## src/rtl/alu_fcode_pkg.sv

```systemverilog
package alu_fcode_pkg;

    typedef enum logic [2:0] {
        FN_AND  = 3'b000,
        FN_OR   = 3'b001,
        FN_ADD  = 3'b010,
        FN_RSVD = 3'b011,
        FN_ANDN = 3'b100,
        FN_ORN  = 3'b101,
        FN_SUB  = 3'b110,
        FN_SLT  = 3'b111
    } alu_fn_e;

    typedef enum logic [1:0] {
        SEL_AND  = 2'b00,
        SEL_OR   = 2'b01,
        SEL_SUM  = 2'b10,
        SEL_CMP  = 2'b11
    } alu_sel_e;

    typedef struct packed {
        logic cout;
        logic ovf;
        logic sign;
    } add_flags_t;

    function automatic logic fn_invert_b(input logic [2:0] f);
        return f[2];
    endfunction

    function automatic alu_sel_e fn_select(input logic [2:0] f);
        return alu_sel_e'(f[1:0]);
    endfunction

    function automatic logic fn_is_reserved(input logic [2:0] f);
        return (f == FN_RSVD);
    endfunction

endpackage

```

## src/rtl/alu_operand_cond.sv

```systemverilog
module alu_operand_cond #(
    parameter int WIDTH = 32
) (
    input  logic [WIDTH-1:0] b_in,
    input  logic             invert,
    output logic [WIDTH-1:0] b_out,
    output logic             carry_in
);
    logic [WIDTH-1:0] inv_mask;

    assign inv_mask = {WIDTH{invert}};
    assign b_out    = b_in ^ inv_mask;
    assign carry_in = invert;
endmodule

```

## src/rtl/alu_ripple_adder.sv

```systemverilog
module alu_ripple_adder
    import alu_fcode_pkg::*;
#(
    parameter int WIDTH = 32
) (
    input  logic [WIDTH-1:0] x,
    input  logic [WIDTH-1:0] y,
    input  logic             cin,
    output logic [WIDTH-1:0] sum,
    output add_flags_t       flags
);
    localparam int MSB = WIDTH - 1;

    logic [WIDTH:0] carry;

    assign carry[0] = cin;

    for (genvar i = 0; i < WIDTH; i++) begin : g_bit
        logic p, g;
        assign p          = x[i] ^ y[i];
        assign g          = x[i] & y[i];
        assign sum[i]     = p ^ carry[i];
        assign carry[i+1] = g | (p & carry[i]);
    end

    assign flags.cout = carry[WIDTH];
    assign flags.ovf  = carry[WIDTH] ^ carry[MSB];
    assign flags.sign = sum[MSB];
endmodule

```

## src/rtl/alu_logic_unit.sv

```systemverilog
module alu_logic_unit #(
    parameter int WIDTH = 32
) (
    input  logic [WIDTH-1:0] x,
    input  logic [WIDTH-1:0] y,
    output logic [WIDTH-1:0] and_out,
    output logic [WIDTH-1:0] or_out
);
    assign and_out = x & y;
    assign or_out  = x | y;
endmodule

```

## src/rtl/alu_fcode_top.sv

```systemverilog
module alu_fcode_top
    import alu_fcode_pkg::*;
#(
    parameter int WIDTH = 32
) (
    input  logic [WIDTH-1:0] op_a,
    input  logic [WIDTH-1:0] op_b,
    input  logic [2:0]       func,
    output logic [WIDTH-1:0] result,
    output logic             zero
);
    localparam int PAD_W = WIDTH - 1;

    logic [WIDTH-1:0] b_cond;
    logic             cin;
    logic [WIDTH-1:0] sum;
    add_flags_t       flags;
    logic [WIDTH-1:0] and_out, or_out;
    logic             less;
    alu_sel_e         sel;

    alu_operand_cond #(.WIDTH(WIDTH)) u_cond (
        .b_in     (op_b),
        .invert   (fn_invert_b(func)),
        .b_out    (b_cond),
        .carry_in (cin)
    );

    alu_logic_unit #(.WIDTH(WIDTH)) u_logic (
        .x       (op_a),
        .y       (b_cond),
        .and_out (and_out),
        .or_out  (or_out)
    );

    alu_ripple_adder #(.WIDTH(WIDTH)) u_add (
        .x     (op_a),
        .y     (b_cond),
        .cin   (cin),
        .sum   (sum),
        .flags (flags)
    );

    assign less = flags.sign ^ flags.ovf;
    assign sel  = fn_select(func);

    always_comb begin
        unique case (sel)
            SEL_AND: result = and_out;
            SEL_OR:  result = or_out;
            SEL_SUM: result = sum;
            SEL_CMP: result = fn_is_reserved(func) ? '0 : {{PAD_W{1'b0}}, less};
            default: result = '0;
        endcase
    end

    assign zero = ~|result;

    always_comb begin
        if (func == FN_AND)
            a_r1_and_subset: assert ((result & ~op_a) == '0)
                else $error("R1 and result has bits outside op_a");
        if (func == FN_SUB && op_a == op_b)
            a_r4_equal_no_borrow: assert (zero && flags.cout)
                else $error("R4 equal subtract not zero or borrowed");
        if (func == FN_SLT)
            a_r7_slt_boolean: assert (result[WIDTH-1:1] == '0)
                else $error("R7 slt result upper bits set");
        if (func == FN_RSVD)
            a_r8_reserved_zero: assert (zero)
                else $error("R8 reserved code produced nonzero");
        if (func == FN_ORN)
            a_r6_orn_covers_a: assert ((op_a & ~result) == '0)
                else $error("R6 orn result misses op_a bits");
    end
endmodule

```

## config.mk

```make
export PLATFORM = sky130hd
export DESIGN_NAME = alu_fcode_top
export DESIGN_NICKNAME = d
export VERILOG_FILES = /design/src/rtl/alu_fcode_pkg.sv /design/src/rtl/alu_operand_cond.sv /design/src/rtl/alu_ripple_adder.sv /design/src/rtl/alu_logic_unit.sv /design/src/rtl/alu_fcode_top.sv
export SDC_FILE = /design/constraint.sdc
export NUM_CORES = 1
export LEC_CHECK = 0
export CORE_MARGIN = 4
export CORE_UTILIZATION = 30
export DETAILED_ROUTE_END_ITERATION = 10
export PLACE_DENSITY_LB_ADDON = 0.05
export REMOVE_ABC_BUFFERS = 1
export SLEW_MARGIN = 20
export SYNTH_ARGS = -nofsm -noshare
export SYNTH_HDL_FRONTEND = slang
export SYNTH_SLANG_ARGS = --single-unit
```

## constraint.sdc

```tcl
create_clock -name vclk -period 73.9
set_clock_uncertainty 0.1 [all_clocks]
set_input_delay 18.475 -clock vclk [all_inputs]
set_output_delay 18.475 -clock vclk [all_outputs]
set_load 0.01 [all_outputs]
```

-- Word level (Yosys, flattened, before mapping)
Index checks and enable logic that the tools add are counted.
- flip-flop bits (word level): 0
- bits of input ports: 67
- output and inout bits: 33
- logic and storage cells: 174
- equal/unequal tests: 4
- multiplexer cells: 2
- bitwise gates (word level): 165
- reductions and logical operators: 3
- operators with widths (operator ; number):
    32-bit one-hot mux with 4 select lines ; 1
    1-bit XOR ; 66
    1-bit bitwise AND ; 64
    32-bit bitwise AND ; 1
    1-bit bitwise OR ; 32
    32-bit bitwise OR ; 1
    32-bit OR reduction ; 1
    32-bit XOR ; 1
    2-bit equality test, second input constant ; 2
    3-bit by 2-bit equality test with 1-bit output, second input constant ; 1
    2-bit by 1-bit equality test with 1-bit output, second input constant ; 1
    2-bit logical NOT ; 1
    1-bit logical NOT ; 1
    1-bit two-way mux ; 1

-- Logic depth before layout (Yosys ltp)
Gate-level depths: netlist of the first run.
- depth in word-level cells: 72
- mapped depth: 39
- gate-level depth less buffers: 37

-- Hierarchy
Synthesis of the first run repeated with hierarchy kept, for this count alone.
- cells, all modules: 233
- area, all modules: 2280.9 um^2
- by module, submodules not included (module ; instances ; cells an instance ; area an instance (um^2) ; sequential area each (um^2)):
    alu_fcode_top ; 1 ; 88 ; 787.0 ; 0.0
    alu_ripple_adder ; 1 ; 44 ; 694.4 ; 0.0
    alu_logic_unit ; 1 ; 64 ; 440.4 ; 0.0
    alu_operand_cond ; 1 ; 37 ; 359.1 ; 0.0

-- Least setup slack after synthesis of the first run
OpenSTA, ideal clock, no wires.
- path type: input to output
- start: input func[2]
- end: output zero
- arrival time: 32.993 ns
- required time: 55.325 ns
- path slack: 22.332 ns
- stages: 39
- buffers on the path: 2
- cell sequence: clkbuf_1 buf_2 mux2_2 fa_1 fa_1 fa_1 fa_1 fa_1 fa_1 fa_1 fa_1 fa_1 fa_1 fa_1 fa_1 fa_1 fa_1 fa_1 [... 3 more ...] fa_1 fa_1 fa_1 fa_1 fa_1 fa_1 fa_1 fa_1 fa_1 fa_1 fa_1 fa_1 fa_1 mux2i_1 o22ai_1 nor4_1 nand4_1 nor4_2
- elaborated cells between the ends (all ways): 170
- classes of those cells: eq/ne (1); mux (2); bitwise (165); reduce/logical (2)
- RTL lines (what ; RTL line ; source):
    start, declared ; alu_fcode_top.sv:8 ; input logic [2:0] func,
    32-bit XOR ; alu_operand_cond.sv:12 ; assign b_out = b_in ^ inv_mask;
    1-bit XOR ; alu_ripple_adder.sv:20 ; assign p = x[i] ^ y[i];
    1-bit bitwise AND ; alu_ripple_adder.sv:23 ; assign carry[i+1] = g | (p & carry[i]);
    1-bit bitwise OR ; alu_ripple_adder.sv:23 ;
    1-bit bitwise AND ; alu_ripple_adder.sv:23 ;
    1-bit bitwise OR ; alu_ripple_adder.sv:23 ;
    1-bit bitwise AND ; alu_ripple_adder.sv:23 ;
    1-bit bitwise OR ; alu_ripple_adder.sv:23 ;
    [... 53 more ...] ; - ;
    1-bit bitwise OR ; alu_ripple_adder.sv:23 ;
    1-bit bitwise AND ; alu_ripple_adder.sv:23 ;
    1-bit bitwise OR ; alu_ripple_adder.sv:23 ;
    1-bit XOR ; alu_ripple_adder.sv:22 ; assign sum[i] = p ^ carry[i];
    32-bit one-hot mux with 4 select lines * ; alu_fcode_top.sv:48 ; unique case (sel)
    net result[31] ; alu_fcode_top.sv:9 ; output logic [WIDTH-1:0] result,
    32-bit OR reduction * ; alu_fcode_top.sv:57 ; assign zero = ~|result;
    1-bit logical NOT * ; alu_fcode_top.sv:57 ;
    end, declared ; alu_fcode_top.sv:10 ; output logic zero
The timed path passes the listed nets; every way through them passes the cells marked *.

-- Worst setup path in the final report of the first run
- start: input op_b[0]
- end: output zero
- word-level cells in the longest chain between the ends: 72
- elaborated cells between the ends (all ways): 107
- classes of those cells: mux (2); bitwise (103); reduce/logical (2)
- ends and longest elaborated chain (what ; RTL line ; source):
    start, declared ; alu_fcode_top.sv:7 ; input logic [WIDTH-1:0] op_b,
    32-bit XOR * ; alu_operand_cond.sv:12 ;
    1-bit XOR ; alu_ripple_adder.sv:20 ;
    1-bit bitwise AND ; alu_ripple_adder.sv:23 ;
    1-bit bitwise OR ; alu_ripple_adder.sv:23 ;
    1-bit bitwise AND ; alu_ripple_adder.sv:23 ;
    1-bit bitwise OR ; alu_ripple_adder.sv:23 ;
    1-bit bitwise AND ; alu_ripple_adder.sv:23 ;
    1-bit bitwise OR ; alu_ripple_adder.sv:23 ;
    [... 56 more ...] ; - ;
    1-bit bitwise AND ; alu_ripple_adder.sv:23 ;
    1-bit bitwise OR ; alu_ripple_adder.sv:23 ;
    1-bit XOR ; alu_ripple_adder.sv:27 ; assign flags.ovf = carry[WIDTH] ^ carry[MSB];
    1-bit XOR ; alu_fcode_top.sv:44 ; assign less = flags.sign ^ flags.ovf;
    1-bit two-way mux ; alu_fcode_top.sv:52 ; SEL_CMP: result = fn_is_reserved(func) ? '0 : {{PAD_W{1'b0}}, less};
    32-bit one-hot mux with 4 select lines * ; alu_fcode_top.sv:48 ;
    32-bit OR reduction * ; alu_fcode_top.sv:57 ;
    1-bit logical NOT * ; alu_fcode_top.sv:57 ;
Every way passes the cells marked *; elsewhere a longest branch is shown, timed or not.

==> flow_summary.yaml, run 1 <==
critical_path:
  crit_slowest_cell: "clkdlybuf4s50_1"
  cp_common_cell: "fa_1"
  cp-start-kind: "input port"
  required_ns: 55.32
  path_class: "in -> out"
  end_kind: "output port"
  cp-startpoint: "op_b[0]"
  path_buf_inv: 2
  critPathArrivalTime_ns: 34.23
  cpLargestDelayFamily: "adder cells"
  cpPeakStageDelay_ns: 0.59
  crit_fanout: 2
yosys:
  ys_seq_area_share_pct: 0
  syn-cell-area_mm2: 0.00268
  netlist_instances: 290
  synthAdderAreaFrac_pct: 53.1
  yosys.area_share.simple_pct: 3.97
  synth.area.mux_share_pct: 12.0
  avgSynthCellArea_um2: 9.23
  synth_area_leaders: "ha_1 30%, fa_1 23%, mux2i_1 12%"
  synth_compound_area_share_pct: 7.94
  synth_area_leader_cell: "ha_1"
  synth_top_area_share_pct: 29.9
  yosysWarningCount: 0
  synth_cell_types: 21
  synth_top_family_by_area: "adder cells"
  synth_xor_area_share_pct: 10.5
drt:
  routedWlPerCell_um: 14.4
  drcViolationCount: 0
  ant_nets: 0
  drtPass1Iterations: 4
  routed_wl_um: 6980
  num_vias: 2195
  drt_iter0_drc: 42
  routed_via_density: 4.52
power:
  p_leak_nw: 1.85
  power_density_mw_per_mm2: 8.19
  peakVddDrop_mv: 0.00283
timing:
  worst_slew_pin_slew_ns: 0.741
  period_needed_ns: 52.81
  rsz0062_at_grt: "false"
  hold_viol_final: 0
  slew_violations: 0
  clock.fmax_ghz: 0.0189
  period_share_pct: 71.5
  tns_ns: 0
  setup_viol: 0
  relSlewSlack_pct: 50.6
floorplanning:
  initial_core_util_pct: 30.7
  die_w_um: 102
  core_area_mm2: 0.00872
  die_y_um: 102
  die_area_mm2: 0.0105
  rows: 34
  io_pins: 100
cells_and_area:
  stdcell_count: 486
  num-nets-final: 542
  clockBufferCount: 0
  regArea_um2: 0
  area_growth_pct: 39.3
  nFillCells: 907
  drive_gt1_share_pct: 2.12
  n_antenna_cell: 0
  seq_cell_count: 0
global_route:
  top_usage_layer: "met2"
  use_met2_pct: 26.0
  overflow: 0
  grt_pass1_wl_um: 11800
  grt_use_total_pct: 13.8
  use_met3_pct: 1.16
  grt_pass1_vias: 2351
  grt_antenna_before_repair: 0
  grt_max_degree: 37
  grt_use_met1_pct: 18.3
placed_design:
  hpwl_um: 5710
  port_buffers: 100
  dp.cells: 486
  place_congestion: 0.738
run:
  max_cap_violations: 0
min_path:
  holdCritPathClass: "in -> out"
  hp-start: "func[1]"
clock_network:
  cts_resized: 0
  holdBufCountCts: 0
  post_cts_buffers: 0
outcome:
  status: "finished clean"
[cell families after synthesis]
group	Yosys count
AOI/OAI and AO/OA	34
and+or+nand+nor	18
buffers and inverters	79
muxes	32
adders and majority gates	95
xor gates and xnor gates	32
[cell usage after synthesis]
master / instances
a21oi_1: 1
nor2_1: 2
buf_4: 2
nor4_1: 7
xor2_1: 32
buf_6: 3
buf_2: 7
fa_1: 31
a211oi_1: 1
nand2b_1: 1
nand4_1: 1
nand2b_2: 1
nor4_2: 1
inv_1: 64
clkbuf_1: 3
mux2_2: 1
nor3_1: 2
nand2_1: 3
o22ai_1: 32
mux2i_1: 31
ha_1: 64
[path summary, 6_finish.rpt]
check    endpoint  cells past startpoint
min    result[26]                      5
max          zero                     39
[placed cells by master (no fill, tap or decap)]
cell             count
inv_1               64
nand2b_2             1
nor3_1               2
mux2i_1             31
buf_2                2
a211oi_1             1
nand2_1              3
nor2_1               2
buf_4                3
fa_1                31
nor4_1               7
nor4_2               1
xor2_1              32
clkdlybuf4s50_1     98
a21oi_1              1
mux2_2               1
nand4_1              1
ha_1                64
o22ai_1             32
nand2b_1             1
[tightest hold or removal path, delay by kind of cell]
kind	cells	cell delay, ns
mux	1	0.22
buf+inv	3	0.87
compound gates	1	0.11
[power breakdown]
group / total [mW] / leakage, nW / internal (mW) / switching [mW]
logic: 0.0305 / 1.85 / 0.0155 / 0.0150
registers: 0 / 0 / 0 / 0
clock network: 0 / 0 / 0 / 0
[layer usage]
layer	wire length, um	up-vias
li1	-	1093
met1	3030	1053
met2	3590	49
met3	366	0
met4	0	0
met5	0	-
[stage by stage]
| stage | power (mW) | worst slack (ns) | utilization, % | hold slack (ns) | area, um^2 |
|---|---|---|---|---|---|
| 3_5_place_dp | 0.0313 | 20.97 | 42.8 | 38.09 | 3730 |
| 2_1_floorplan | 0.0160 | 22.67 | - | 36.94 | 2580 |
| 5_1_grt | 0.0351 | 20.35 | 42.8 | 38.14 | 3730 |
| 3_3_place_gp | 0.0310 | 21.14 | 42.8 | 38.10 | 3730 |
| 4_1_cts | 0.0314 | 20.89 | 42.8 | 38.10 | 3730 |
| 6_report | 0.0305 | 21.09 | 42.8 | 38.07 | 3730 |
[final cells by class]
| class | count | area, um^2 | share of cell area [%] |
|---|---|---|---|
| Tap cell | 108 | 135 | 3.62 |
| Timing Repair Buffer | 103 | 1010 | 27.2 |
| Inverter | 64 | 240 | 6.44 |
| Multi-Input combinational cell | 211 | 2340 | 62.8 |
No activity file was read; power rests on OpenSTA's default activity.
==> inputs of run 2 (changes only) <==
clock period = 55.1 ns   (was 73.9 ns; I/O delays follow)
==> flow_summary.yaml, run 2 (synthesis results as in run 1) <==
outcome:
  status: "finished clean"
placed_design:
  place_congestion: 0.738
  hpwl_um: 5680
  port_buffers: 100
drt:
  routed_wl_um: 6930
  num_vias: 2185
  drcViolationCount: 0
  drt_iter0_drc: 60
  drtPass1Iterations: 4
  routed_via_density: 4.50
  ant_nets: 0
  routedWlPerCell_um: 14.3
power:
  p_leak_nw: 1.85
  power_density_mw_per_mm2: 11.0
  peakVddDrop_mv: 0.00387
cells_and_area:
  final_util_pct: 42.8
  area_growth_pct: 39.3
  n_antenna_cell: 0
  final_common_cell: "clkdlybuf4s50_1"
  nFillCells: 922
  seq_cell_count: 0
  clockBufferCount: 0
  drive_gt1_share_pct: 2.12
  regArea_um2: 0
  mostFrequentLayoutCells: "98 x clkdlybuf4s50_1, 64 x inv_1, 64 x ha_1, 32 x xor2_1, 32 x o22ai_1"
  num-nets-final: 542
timing:
  setup_viol: 0
  period_share_pct: 78.7
  clock.fmax_ghz: 0.0231
  rsz0062_at_grt: "false"
  tns_ns: 0
  hold_viol_final: 0
  relSlewSlack_pct: 50.8
  slew_violations: 0
  worst_slew_pin_slew_ns: 0.738
  period_needed_ns: 43.35
floorplanning:
  initial_core_util_pct: 30.7
  rows: 34
  core_area_mm2: 0.00872
  die_area_mm2: 0.0105
  die_w_um: 102
  die_y_um: 102
  io_pins: 100
critical_path:
  end_kind: "output port"
  path_class: "in -> out"
  critPathArrivalTime_ns: 29.47
  cp_common_cell: "fa_1"
  crit_fanout: 2
  required_ns: 41.23
  cpPeakStageDelay_ns: 0.58
  cp-start-kind: "input port"
  crit_slowest_cell: "clkdlybuf4s50_1"
global_route:
  grt_pass1_wl_um: 11500
  grt_max_degree: 37
  overflow: 0
  grt_pass1_vias: 2280
  grt_use_total_pct: 13.4
  grt_antenna_before_repair: 0
run:
  max_cap_violations: 0
clock_network:
  post_cts_buffers: 0
  cts_resized: 0
  holdBufCountCts: 0
min_path:
  holdCritPathClass: "in -> out"
run 2: report_power, final:
part           switching [mW]  internal (mW)  total (mW)
registers                   0              0           0
logic                  0.0200         0.0208      0.0409
clock network               0              0           0
total                  0.0200         0.0208      0.0409
run 2: final timing paths:
| path | from | end | slack (ns) | depth (start not counted) |
|---|---|---|---|---|
| worst max-delay path | op_b[0] | zero | 11.75 | 39 |
| worst min-delay path | func[1] | result[24] | 28.67 | 5 |
run 2: cell type report:
cell class	count	area (um^2)	share of cell area [%]
repair buffers	103	1010	27.2
multi-input cells	211	2340	62.8
inverters	64	240	6.44
well taps	108	135	3.62
run 2: stage by stage:
step           std cells  hold WS, ns  area, um^2  setup slack [ns]  power (mW)
2_1_floorplan        275        27.54        2580             13.27      0.0214
3_3_place_gp         486        28.70        3730             11.74      0.0416
3_5_place_dp         486        28.69        3730             11.60      0.0419
4_1_cts              486        28.69        3730             11.54      0.0420
5_1_grt              486        28.73        3730             11.04      0.0467
6_report             486        28.67        3730             11.75      0.0409
run 2: worst max-delay path, delay by kind of cell:
kind / cells / cell delay (ns)
buffers and inverters: 2 / 1.08
multiplexers: 2 / 0.49
AND/OR/NAND/NOR: 3 / 0.82
AO/OA/AOI/OAI: 1 / 0.11
adder cells (fa/ha/maj): 31 / 13.17
run 2: metal layers:
layer	vias to the layer above	share of wire [%]	track usage [%]
met4	0	0	0
li1	1095	-	-
met3	0	5.0	0.887
met2	53	51	25.0
met1	1037	44	18.0
met5	-	0	0
